[config.mk]
export PLATFORM = sky130hd
export DESIGN_NAME = mesi_line_ctrl
export DESIGN_NICKNAME = d
export VERILOG_FILES = /design/src/rtl/mesi_pkg.sv /design/src/rtl/mesi_state_array.sv /design/src/rtl/mesi_snoop_resp.sv /design/src/rtl/mesi_local_fsm.sv /design/src/rtl/mesi_line_ctrl.sv
export SDC_FILE = /design/constraint.sdc
export NUM_CORES = 1
export LEC_CHECK = 0
export BUFFER_PORTS_ARGS = -buffer_cell sky130_fd_sc_hd__buf_2
export CAP_MARGIN = 20
export CORE_MARGIN = 5
export CORE_UTILIZATION = 45
export DETAILED_ROUTE_END_ITERATION = 8
export GPL_TIMING_DRIVEN = 0
export RECOVER_POWER = 100
export SETUP_SLACK_MARGIN = 0.02
export SKIP_LAST_GASP = 1
export SLEW_MARGIN = 15
export SYNTH_ARGS = -nofsm -noshare
export SYNTH_HDL_FRONTEND = slang
export SYNTH_SLANG_ARGS = --single-unit
[constraint.sdc]
create_clock -name clk_i -period 3.1 [get_ports clk_i]
set_clock_uncertainty 0.2 [all_clocks]
set_input_delay 0.155 -clock clk_i [delete_from_list [all_inputs] [get_ports clk_i]]
set_output_delay 0.155 -clock clk_i [all_outputs]
set_load 0.005 [all_outputs]
[src/rtl/mesi_pkg.sv]
package mesi_pkg;
  typedef enum logic [1:0] {
    ST_I = 2'b00,
    ST_S = 2'b01,
    ST_E = 2'b10,
    ST_M = 2'b11
  } mesi_st_e;

  typedef enum logic [1:0] {
    BC_NONE = 2'b00,
    BC_RD   = 2'b01,
    BC_RDX  = 2'b10,
    BC_INV  = 2'b11
  } bus_cmd_e;

  typedef enum logic [1:0] {
    F_IDLE = 2'b00,
    F_WAIT = 2'b01,
    F_RESP = 2'b10
  } fsm_e;
endpackage

[src/rtl/mesi_state_array.sv]
module mesi_state_array
  import mesi_pkg::*;
#(
  parameter int LINES = 8,
  parameter int DW    = 32,
  parameter int IW    = $clog2(LINES)
) (
  input  logic           clk_i,
  input  logic           rst_ni,
  input  logic [IW-1:0]  cpu_idx_i,
  input  logic [IW-1:0]  snp_idx_i,
  input  logic           snp_upd_i,
  input  mesi_st_e       snp_st_i,
  input  logic           loc_upd_i,
  input  logic [IW-1:0]  loc_idx_i,
  input  mesi_st_e       loc_st_i,
  input  logic           loc_wr_i,
  input  logic [DW-1:0]  loc_data_i,
  output mesi_st_e       cpu_st_o,
  output logic [DW-1:0]  cpu_data_o,
  output mesi_st_e       snp_st_o,
  output logic [DW-1:0]  snp_data_o
);
  mesi_st_e    st_q   [LINES];
  logic [DW-1:0] data_q [LINES];

  for (genvar g = 0; g < LINES; g++) begin : g_line
    logic snp_hit, loc_hit;
    assign snp_hit = snp_upd_i && (snp_idx_i == IW'(g));
    assign loc_hit = loc_upd_i && (loc_idx_i == IW'(g));

    always_ff @(posedge clk_i or negedge rst_ni) begin
      if (!rst_ni) begin
        st_q[g]   <= ST_I;
        data_q[g] <= '0;
      end else begin
        // snoop wins: bus order is fixed before local
        if (snp_hit)      st_q[g] <= snp_st_i;
        else if (loc_hit) st_q[g] <= loc_st_i;
        if (loc_hit && loc_wr_i) data_q[g] <= loc_data_i;
      end
    end
  end

  assign cpu_st_o   = st_q[cpu_idx_i];
  assign cpu_data_o = data_q[cpu_idx_i];
  assign snp_st_o   = st_q[snp_idx_i];
  assign snp_data_o = data_q[snp_idx_i];

  // local and snoop updates never collide on one line
  a_r10_no_collision: assert property (@(posedge clk_i) disable iff (!rst_ni)
    !(snp_upd_i && loc_upd_i && snp_idx_i == loc_idx_i));
endmodule

[src/rtl/mesi_snoop_resp.sv]
module mesi_snoop_resp
  import mesi_pkg::*;
#(
  parameter int DW = 32
) (
  input  logic           clk_i,
  input  logic           rst_ni,
  input  logic           snp_valid_i,
  input  bus_cmd_e       snp_cmd_i,
  input  mesi_st_e       st_i,
  input  logic [DW-1:0]  data_i,
  output logic           shared_o,
  output logic           intervene_o,
  output logic [DW-1:0]  data_o,
  output logic           wb_o,
  output logic           upd_o,
  output mesi_st_e       st_o
);
  logic hit, dirty;
  assign hit   = snp_valid_i && (st_i != ST_I);
  assign dirty = snp_valid_i && (st_i == ST_M);

  always_comb begin
    shared_o    = 1'b0;
    intervene_o = 1'b0;
    wb_o        = 1'b0;
    upd_o       = 1'b0;
    st_o        = ST_I;
    unique case (snp_cmd_i)
      BC_RD: begin
        shared_o    = hit;
        intervene_o = dirty;
        wb_o        = dirty;
        upd_o       = hit;
        st_o        = ST_S;
      end
      BC_RDX: begin
        intervene_o = dirty;
        wb_o        = dirty;
        upd_o       = hit;
      end
      BC_INV: begin
        wb_o  = dirty;
        upd_o = hit;
      end
      default: ;
    endcase
  end

  assign data_o = intervene_o ? data_i : '0;

  // intervention always carries a memory update
  a_r6_intervene_wb: assert property (@(posedge clk_i) disable iff (!rst_ni)
    intervene_o |-> wb_o && snp_cmd_i != BC_INV);
  // shared response only from a held line
  a_r6_shared_valid: assert property (@(posedge clk_i) disable iff (!rst_ni)
    shared_o |-> upd_o && !wb_o || intervene_o);
endmodule

[src/rtl/mesi_local_fsm.sv]
module mesi_local_fsm
  import mesi_pkg::*;
#(
  parameter int DW = 32,
  parameter int IW = 3
) (
  input  logic           clk_i,
  input  logic           rst_ni,
  input  logic           cpu_req_i,
  input  logic [1:0]     cpu_op_i,
  input  logic [IW-1:0]  cpu_idx_i,
  input  logic [DW-1:0]  cpu_wdata_i,
  output logic           cpu_done_o,
  output logic [DW-1:0]  cpu_rdata_o,
  output logic           bus_req_o,
  output bus_cmd_e       bus_cmd_o,
  output logic [IW-1:0]  bus_idx_o,
  input  logic           bus_gnt_i,
  input  logic           bus_shared_i,
  input  logic [DW-1:0]  bus_data_i,
  input  logic           snp_valid_i,
  output logic [IW-1:0]  look_idx_o,
  input  mesi_st_e       look_st_i,
  input  logic [DW-1:0]  look_data_i,
  output logic           loc_upd_o,
  output mesi_st_e       loc_st_o,
  output logic           loc_wr_o,
  output logic [DW-1:0]  loc_data_o,
  output logic           ev_wb_o
);
  fsm_e          fsm_q, fsm_d;
  logic [IW-1:0] idx_q;
  logic          wr_q;
  logic [DW-1:0] wdata_q, rdata_q, rdata_d;
  logic          accept, is_ev, is_wr, owned;

  assign accept = (fsm_q == F_IDLE) && cpu_req_i && !snp_valid_i;
  assign is_ev  = cpu_op_i[1];
  assign is_wr  = !cpu_op_i[1] && cpu_op_i[0];
  assign owned  = (look_st_i == ST_E) || (look_st_i == ST_M);
  assign look_idx_o = (fsm_q == F_IDLE) ? cpu_idx_i : idx_q;

  always_comb begin
    fsm_d      = fsm_q;
    rdata_d    = rdata_q;
    loc_upd_o  = 1'b0;
    loc_st_o   = ST_I;
    loc_wr_o   = 1'b0;
    loc_data_o = '0;
    ev_wb_o    = 1'b0;
    bus_req_o  = 1'b0;
    bus_cmd_o  = BC_NONE;
    unique case (fsm_q)
      F_IDLE: if (accept) begin
        rdata_d = look_data_i;
        if (is_ev) begin
          loc_upd_o = 1'b1;
          ev_wb_o   = (look_st_i == ST_M);
          fsm_d     = F_RESP;
        end else if (is_wr) begin
          if (owned) begin
            loc_upd_o  = 1'b1;
            loc_st_o   = ST_M;
            loc_wr_o   = 1'b1;
            loc_data_o = cpu_wdata_i;
            rdata_d    = cpu_wdata_i;
            fsm_d      = F_RESP;
          end else begin
            fsm_d = F_WAIT;
          end
        end else begin
          fsm_d = (look_st_i != ST_I) ? F_RESP : F_WAIT;
        end
      end
      F_WAIT: begin
        bus_req_o = 1'b1;
        // chosen from the present state so a lost race refetches
        if (!wr_q)                  bus_cmd_o = BC_RD;
        else if (look_st_i == ST_S) bus_cmd_o = BC_INV;
        else                        bus_cmd_o = BC_RDX;
        if (bus_gnt_i) begin
          loc_upd_o  = 1'b1;
          loc_wr_o   = 1'b1;
          loc_st_o   = wr_q ? ST_M : (bus_shared_i ? ST_S : ST_E);
          loc_data_o = wr_q ? wdata_q : bus_data_i;
          rdata_d    = wr_q ? wdata_q : bus_data_i;
          fsm_d      = F_RESP;
        end
      end
      F_RESP: fsm_d = F_IDLE;
      default: fsm_d = F_IDLE;
    endcase
  end

  always_ff @(posedge clk_i or negedge rst_ni) begin
    if (!rst_ni) begin
      fsm_q   <= F_IDLE;
      idx_q   <= '0;
      wr_q    <= 1'b0;
      wdata_q <= '0;
      rdata_q <= '0;
    end else begin
      fsm_q   <= fsm_d;
      rdata_q <= rdata_d;
      if (accept) begin
        idx_q   <= cpu_idx_i;
        wr_q    <= is_wr;
        wdata_q <= cpu_wdata_i;
      end
    end
  end

  assign cpu_done_o  = (fsm_q == F_RESP);
  assign cpu_rdata_o = rdata_q;
  assign bus_idx_o   = idx_q;

  // request held steady until granted
  a_r11_req_hold: assert property (@(posedge clk_i) disable iff (!rst_ni)
    bus_req_o && !bus_gnt_i |=> bus_req_o && $stable(bus_idx_o));
  // completion one cycle after the grant
  a_r11_done_after_gnt: assert property (@(posedge clk_i) disable iff (!rst_ni)
    bus_req_o && bus_gnt_i |=> cpu_done_o && !bus_req_o);
  // owned write is silent
  a_r5_silent_write: assert property (@(posedge clk_i) disable iff (!rst_ni)
    accept && is_wr && owned |=> cpu_done_o && !bus_req_o);
  // nothing starts during a snoop
  a_r10_stall: assert property (@(posedge clk_i) disable iff (!rst_ni)
    (fsm_q == F_IDLE) && snp_valid_i |=> !cpu_done_o && !bus_req_o);
  // granted write leaves the line Modified
  a_r4_write_owns: assert property (@(posedge clk_i) disable iff (!rst_ni)
    bus_req_o && bus_gnt_i && wr_q |=> look_st_i == ST_M);
  a_r9_done_pulse: assert property (@(posedge clk_i) disable iff (!rst_ni)
    cpu_done_o |=> !cpu_done_o);
endmodule

[src/rtl/mesi_line_ctrl.sv]
module mesi_line_ctrl
  import mesi_pkg::*;
#(
  parameter int LINES = 8,
  parameter int DW    = 32,
  parameter int IW    = $clog2(LINES)
) (
  input  logic           clk_i,
  input  logic           rst_ni,
  input  logic           cpu_req_i,
  input  logic [1:0]     cpu_op_i,
  input  logic [IW-1:0]  cpu_idx_i,
  input  logic [DW-1:0]  cpu_wdata_i,
  output logic           cpu_done_o,
  output logic [DW-1:0]  cpu_rdata_o,
  output logic           bus_req_o,
  output logic [1:0]     bus_cmd_o,
  output logic [IW-1:0]  bus_idx_o,
  input  logic           bus_gnt_i,
  input  logic           bus_shared_i,
  input  logic [DW-1:0]  bus_data_i,
  input  logic           snp_valid_i,
  input  logic [1:0]     snp_cmd_i,
  input  logic [IW-1:0]  snp_idx_i,
  output logic           snp_shared_o,
  output logic           snp_intervene_o,
  output logic [DW-1:0]  snp_data_o,
  output logic           wb_valid_o,
  output logic [IW-1:0]  wb_idx_o,
  output logic [DW-1:0]  wb_data_o
);
  logic [IW-1:0] look_idx;
  mesi_st_e      look_st, snp_st, loc_st, snp_nst;
  logic [DW-1:0] look_data, snp_line_data, loc_data;
  logic          loc_upd, loc_wr, ev_wb, snp_wb, snp_upd;
  bus_cmd_e      bus_cmd;

  mesi_state_array #(.LINES(LINES), .DW(DW), .IW(IW)) u_array (
    .clk_i      (clk_i),
    .rst_ni     (rst_ni),
    .cpu_idx_i  (look_idx),
    .snp_idx_i  (snp_idx_i),
    .snp_upd_i  (snp_upd),
    .snp_st_i   (snp_nst),
    .loc_upd_i  (loc_upd),
    .loc_idx_i  (look_idx),
    .loc_st_i   (loc_st),
    .loc_wr_i   (loc_wr),
    .loc_data_i (loc_data),
    .cpu_st_o   (look_st),
    .cpu_data_o (look_data),
    .snp_st_o   (snp_st),
    .snp_data_o (snp_line_data)
  );

  mesi_snoop_resp #(.DW(DW)) u_snoop (
    .clk_i       (clk_i),
    .rst_ni      (rst_ni),
    .snp_valid_i (snp_valid_i),
    .snp_cmd_i   (bus_cmd_e'(snp_cmd_i)),
    .st_i        (snp_st),
    .data_i      (snp_line_data),
    .shared_o    (snp_shared_o),
    .intervene_o (snp_intervene_o),
    .data_o      (snp_data_o),
    .wb_o        (snp_wb),
    .upd_o       (snp_upd),
    .st_o        (snp_nst)
  );

  mesi_local_fsm #(.DW(DW), .IW(IW)) u_fsm (
    .clk_i        (clk_i),
    .rst_ni       (rst_ni),
    .cpu_req_i    (cpu_req_i),
    .cpu_op_i     (cpu_op_i),
    .cpu_idx_i    (cpu_idx_i),
    .cpu_wdata_i  (cpu_wdata_i),
    .cpu_done_o   (cpu_done_o),
    .cpu_rdata_o  (cpu_rdata_o),
    .bus_req_o    (bus_req_o),
    .bus_cmd_o    (bus_cmd),
    .bus_idx_o    (bus_idx_o),
    .bus_gnt_i    (bus_gnt_i),
    .bus_shared_i (bus_shared_i),
    .bus_data_i   (bus_data_i),
    .snp_valid_i  (snp_valid_i),
    .look_idx_o   (look_idx),
    .look_st_i    (look_st),
    .look_data_i  (look_data),
    .loc_upd_o    (loc_upd),
    .loc_st_o     (loc_st),
    .loc_wr_o     (loc_wr),
    .loc_data_o   (loc_data),
    .ev_wb_o      (ev_wb)
  );

  assign bus_cmd_o  = bus_cmd;
  // evictions only start without a snoop, so the sources never overlap
  assign wb_valid_o = snp_wb | ev_wb;
  assign wb_idx_o   = snp_wb ? snp_idx_i : look_idx;
  assign wb_data_o  = snp_wb ? snp_line_data : look_data;

  // write-back sources are exclusive
  a_r9_wb_exclusive: assert property (@(posedge clk_i) disable iff (!rst_ni)
    !(snp_wb && ev_wb));
  // bus request carries a real command
  a_r2_req_cmd: assert property (@(posedge clk_i) disable iff (!rst_ni)
    bus_req_o |-> bus_cmd_o != 2'b00);
endmodule

==> results list <==
- Status: finished, violations left
- The checks that failed: negative setup slack.
- By startpoint and endpoint, the worst setup path is classified as reg2out.
- In this run the cell area of the synthesized design comes to ~20000 µm².
- TritonCTS built the clock tree.
- In this run the worst path has a maximum fanout of 9.
- Clock transition at the registers of the reported paths: ~0.060 ns
- For this design, the slowest cell found on the critical path is or4b_4.
- Number of DRC markers in iteration 0: between 1500 and 2000
- Yosys attributes the largest share of cell area to dfrtp_1, mux2_4, mux4_2.
* Predominant post-synthesis flop cell: dfrtp_1
- The Yosys step of the flow raised 0 warnings.
* Total global-route track usage: about 30%
* Leak Pwr: 11.8 nW
- After synthesis, the share of flip-flops with an asynchronous set or reset is 100%.
- The critical path crosses 10 cells after its start point.
* Kind of cell adding the most delay to the critical path: simple AND/OR/NAND/NOR gates
- Setup repair after global routing could not meet its margin everywhere.
* Placed standard-cell area: ~22000 µm²
- STA puts the critical path data required time at 2.74 ns.
- In this run the horizontal extent of the chip is 220 µm.
- Final Net Count: 2184
* FMAX: about 0.3 GHz
* Initial antenna violation count: 2
- After synthesis, flip-flops and latches occupy 42.9% of the total area.
- Clock tree synthesis inserted a total of between 40 and 50 buffers.
* Min cycle time layout: about 3.3 ns
- For the worst flop-to-flop path, the logic depth is 18.
* Top-level I/O count: 189
- For this block, the via count after detailed routing is 16871.
- For this run the aggregate overflow at the end of global routing stands at 0.
- Setup violations remaining at the end of the flow were counted as 36.
- Largest area contributor in the netlist: dfrtp_1
- Max-cap violations in this run came to 0.
- Overall die area: slightly below 50000 µm²
- In this run the mean area of a mapped cell was 11.8 µm².
* Core box area: approximately 44000 µm²
- The first global-routing pass estimated ~110000 µm of wire.
- Number of global-route vias before repair: roughly 17000
* Vias/cell: between 6 and 7
- R2r setup slk: -0.07 ns
* Site row count: 77
- Worst path max stage delay: ~0.55 ns
- Detail-routed net length per standard cell: roughly 28 µm
- Of the available clock period, the critical path in the final layout requires 106%.
- The number of slew-limit violations in the final report was 0.
- Number of buffer cells added on primary ports: 187
* Post-Syn Instances: roughly 1700
* Number of antenna-violating nets in the routed design: 0
- Startpoint Class: register
* Final Hold Fails: 0
- Entering global routing, the biggest net connects 106 pins.
- Path category of the worst min-delay check: in2reg
- Yosys cell types: 52
- The count of cells in the finished layout, fillers not included, comes to between 2000 and 3000.
- Most Frequent Cell on Critical Path: clkbuf_16
- Once the floorplan was initialized, standard cells occupied about 45% of the core.
- Flip-flop and latch count after synthesis: roughly 340
- Post-synth EDFFs: 0
- The clock tree synthesis step divided the H-tree into 2 levels.
- Dpl cells: approximately 2500
* Maximum buffer depth of the clock tree: 3
- Following the worst setup path forward leads to its endpoint at wb_data_o[9].
- The startpoint identified for the worst register-to-register timing path is u_fsm.fsm_q[0]$_DFFE_PN0P_.
- Portion of synthesized cell area occupied by the leading cell type: between 40% and 50%
- The area growth from synthesis to layout is 28.3%.
- For this design the ratio of total power to cell area is 656 nW/µm².
* Layout cell share with drive strength beyond 1: 39.9%
* Clk root buf: clkbuf_16
- Number of buffer and inverter stages on the critical path: 4
- Setup TNS: -3.53 ns
* Pin slew with the least headroom to its limit: about 1.5 ns
- Maximum VDD drop: roughly 390 µV
- The critical path goes through buf_6 -> or4b_4 -> o21ai_4 -> clkbuf_16 -> clkbuf_16 -> a22oi_1 -> nand3_1 -> nand2_1 -> mux2i_1 -> buf_2.
- Headroom to the max-slew limit came out at under 10%.
- For the worst-skew pair, the clock arrives at the later sink with an insertion delay of between 0.5 and 0.6 ns.
- Measured along the y axis, the die boundary spans around 220 µm.
* Post-route cell area: ~26000 µm²
- STA classifies the critical path endpoint as a primary output.
* Weighted congestion at the end of routability-driven global placement: 0.894
* Arrival time worst endpoint: ~2.9 ns
- The tree built by TritonCTS fans out to about 340 sinks.
* Worst Slack Setup Final: -0.187 ns
- For this run, design rule violations remaining after detail routing come to 0.
- Detailed placer's ending HPWL: 48700 µm
* Critical path launch point: u_fsm.fsm_q[1]$_DFFE_PN0P_
* Reg-to-reg endpoint: u_fsm.cpu_rdata_o[15]$_DFFE_PN0P_
- Net count of the mapped netlist: roughly 1800
* Number of iterations in the first detailed-routing pass: 7
- For this block, the routed nets add up to between 70000 and 80000 µm of wire.
==> worst min-delay path by stage <==
stage,slack (ns),from,endpoint,depth (start not counted)
2_1_floorplan,-0.34,rst_ni,u_array.data_q[0]$_DFFE_PN0P_,0
3_3_place_gp,0.16,bus_gnt_i,u_fsm.fsm_q[0]$_DFFE_PN0P_,2
3_5_place_dp,-0.08,rst_ni,u_fsm.wdata_q[29]$_DFFE_PN0P_,1
4_1_cts,0.03,snp_valid_i,u_fsm.wdata_q[15]$_DFFE_PN0P_,5
5_1_grt,0.04,snp_valid_i,u_fsm.wdata_q[15]$_DFFE_PN0P_,5
6_report,0.06,snp_valid_i,u_array.st_q[13]$_DFFE_PN0P_,4
==> kinds of logic after synthesis <==
group | Yosys count | synth area share, %
AO/OA/AOI/OAI | 253 | 10.5
multiplexers | 433 | 30.1
flip-flops | 342 | 42.9
adder cells (fa/ha/maj) | 2 | 0.125
buffers and inverters | 148 | 3.95
AND/OR/NAND/NOR | 517 | 12.4
==> layout make-up <==
cell class,count,area [µm²]
flip-flops and latches,342,8560
repair buffers,368,2710
plain buffers,131,1330
multi-input cells,1205,10800
clock inverters,15,211
well taps,592,741
clock buffers,55,1160
diodes,1,2.50
fillers,3625,18400
inverters,13,52.6
==> report_power, final <==
group | leakage (nW) | total [mW] | switching [mW] | internal [mW]
registers | 4.65 | 5.49 | 0.473 | 5.02
logic | 6.43 | 6.25 | 3.67 | 2.58
clock network | 0.669 | 5.05 | 2.02 | 3.03
==> Yosys cell counts (13+ instances only) <==
| master | instances |
|---|---|
| a21oi_1 | 41 |
| a22oi_1 | 134 |
| a31o_4 | 27 |
| buf_1 | 27 |
| buf_6 | 28 |
| clkbuf_1 | 71 |
| dfrtp_1 | 342 |
| inv_1 | 13 |
| mux2_2 | 122 |
| mux2_4 | 130 |
| mux2i_1 | 106 |
| mux4_2 | 68 |
| nand2_1 | 163 |
| nand3_1 | 128 |
| nand4_1 | 31 |
| nor2_1 | 107 |
| nor3_1 | 36 |
==> sequential cells by signal, summed over array words and instances, names as in the netlist <==
| name | cells |
|---|---|
| u_array.data_q | 256 |
| u_array.st_q | 16 |
| u_fsm.bus_idx_o | 3 |
| u_fsm.cpu_rdata_o | 32 |
| u_fsm.fsm_q | 2 |
| u_fsm.wdata_q | 32 |
| u_fsm.wr_q | 1 |
==> worst register-to-register path: stages, from the launching register on <==
cell	delay, ns
dfrtp_1	0.38
buf_6	0.14
nor2_8	0.20
o21ai_4	0.15
buf_12	0.16
buf_8	0.13
buf_4	0.13
a22oi_1	0.20
nand3_2	0.13
buf_4	0.15
buf_4	0.12
buf_4	0.12
buf_4	0.12
buf_4	0.12
buf_4	0.12
buf_4	0.12
buf_4	0.12
o211ai_1	0.07
o221ai_1	0.13
==> placed cells by master (no fill, tap or decap), types with 20 or more instances in the layout <==
master,n
a21oi_1,40
nand2_1,160
mux2i_1,102
clkbuf_16,52
mux2_4,130
dlygate4sd3_1,73
dfrtp_1,342
mux2_2,122
clkbuf_2,25
buf_6,24
buf_2,167
nand4_1,31
clkbuf_1,56
buf_4,85
nor2_1,105
mux4_2,68
a22oi_1,122
a31o_4,27
buf_12,20
nor3_1,34
nand3_1,115
==> stage by stage <==
| stage | utilization (%) | hold slack (ns) | power (mW) | worst slack, ns |
|---|---|---|---|---|
| global placement | 49.1 | 0.165 | 10.3 | -5.26 |
| floorplan | - | -0.341 | 8.18 | 0.310 |
| global route | 58.1 | 0.0434 | 17.4 | -0.250 |
| finish | 58.1 | 0.0636 | 16.8 | -0.187 |
| detailed placement | 49.3 | -0.0783 | 10.3 | -0.673 |
| CTS | 56.8 | 0.0273 | 16.4 | -0.218 |
==> metal layers <==
layer	part of all wire [%]	vias up	global-route usage, %	wire length [µm]
met5	0.032	-	0	24
met4	4.1	4	11.3	3070
met3	9.1	188	7.14	6870
met2	46	857	48.3	34900
met1	41	8665	40.5	30600
li1	-	7157	-	-
==> what timing repair did <==
| item | in CTS | in global routing |
|---|---|---|
| hold buffers | 74 | 0 |
| hold endpoints to repair | 458 | 0 |
| gates resized for setup | 187 | 85 |
| pin swaps | 22 | 38 |
| setup endpoints to repair | 387 | 329 |
| gates cloned | 5 | 7 |
| setup buffers | 59 | 32 |
Note: power is estimated with default switching activity, not from simulation.
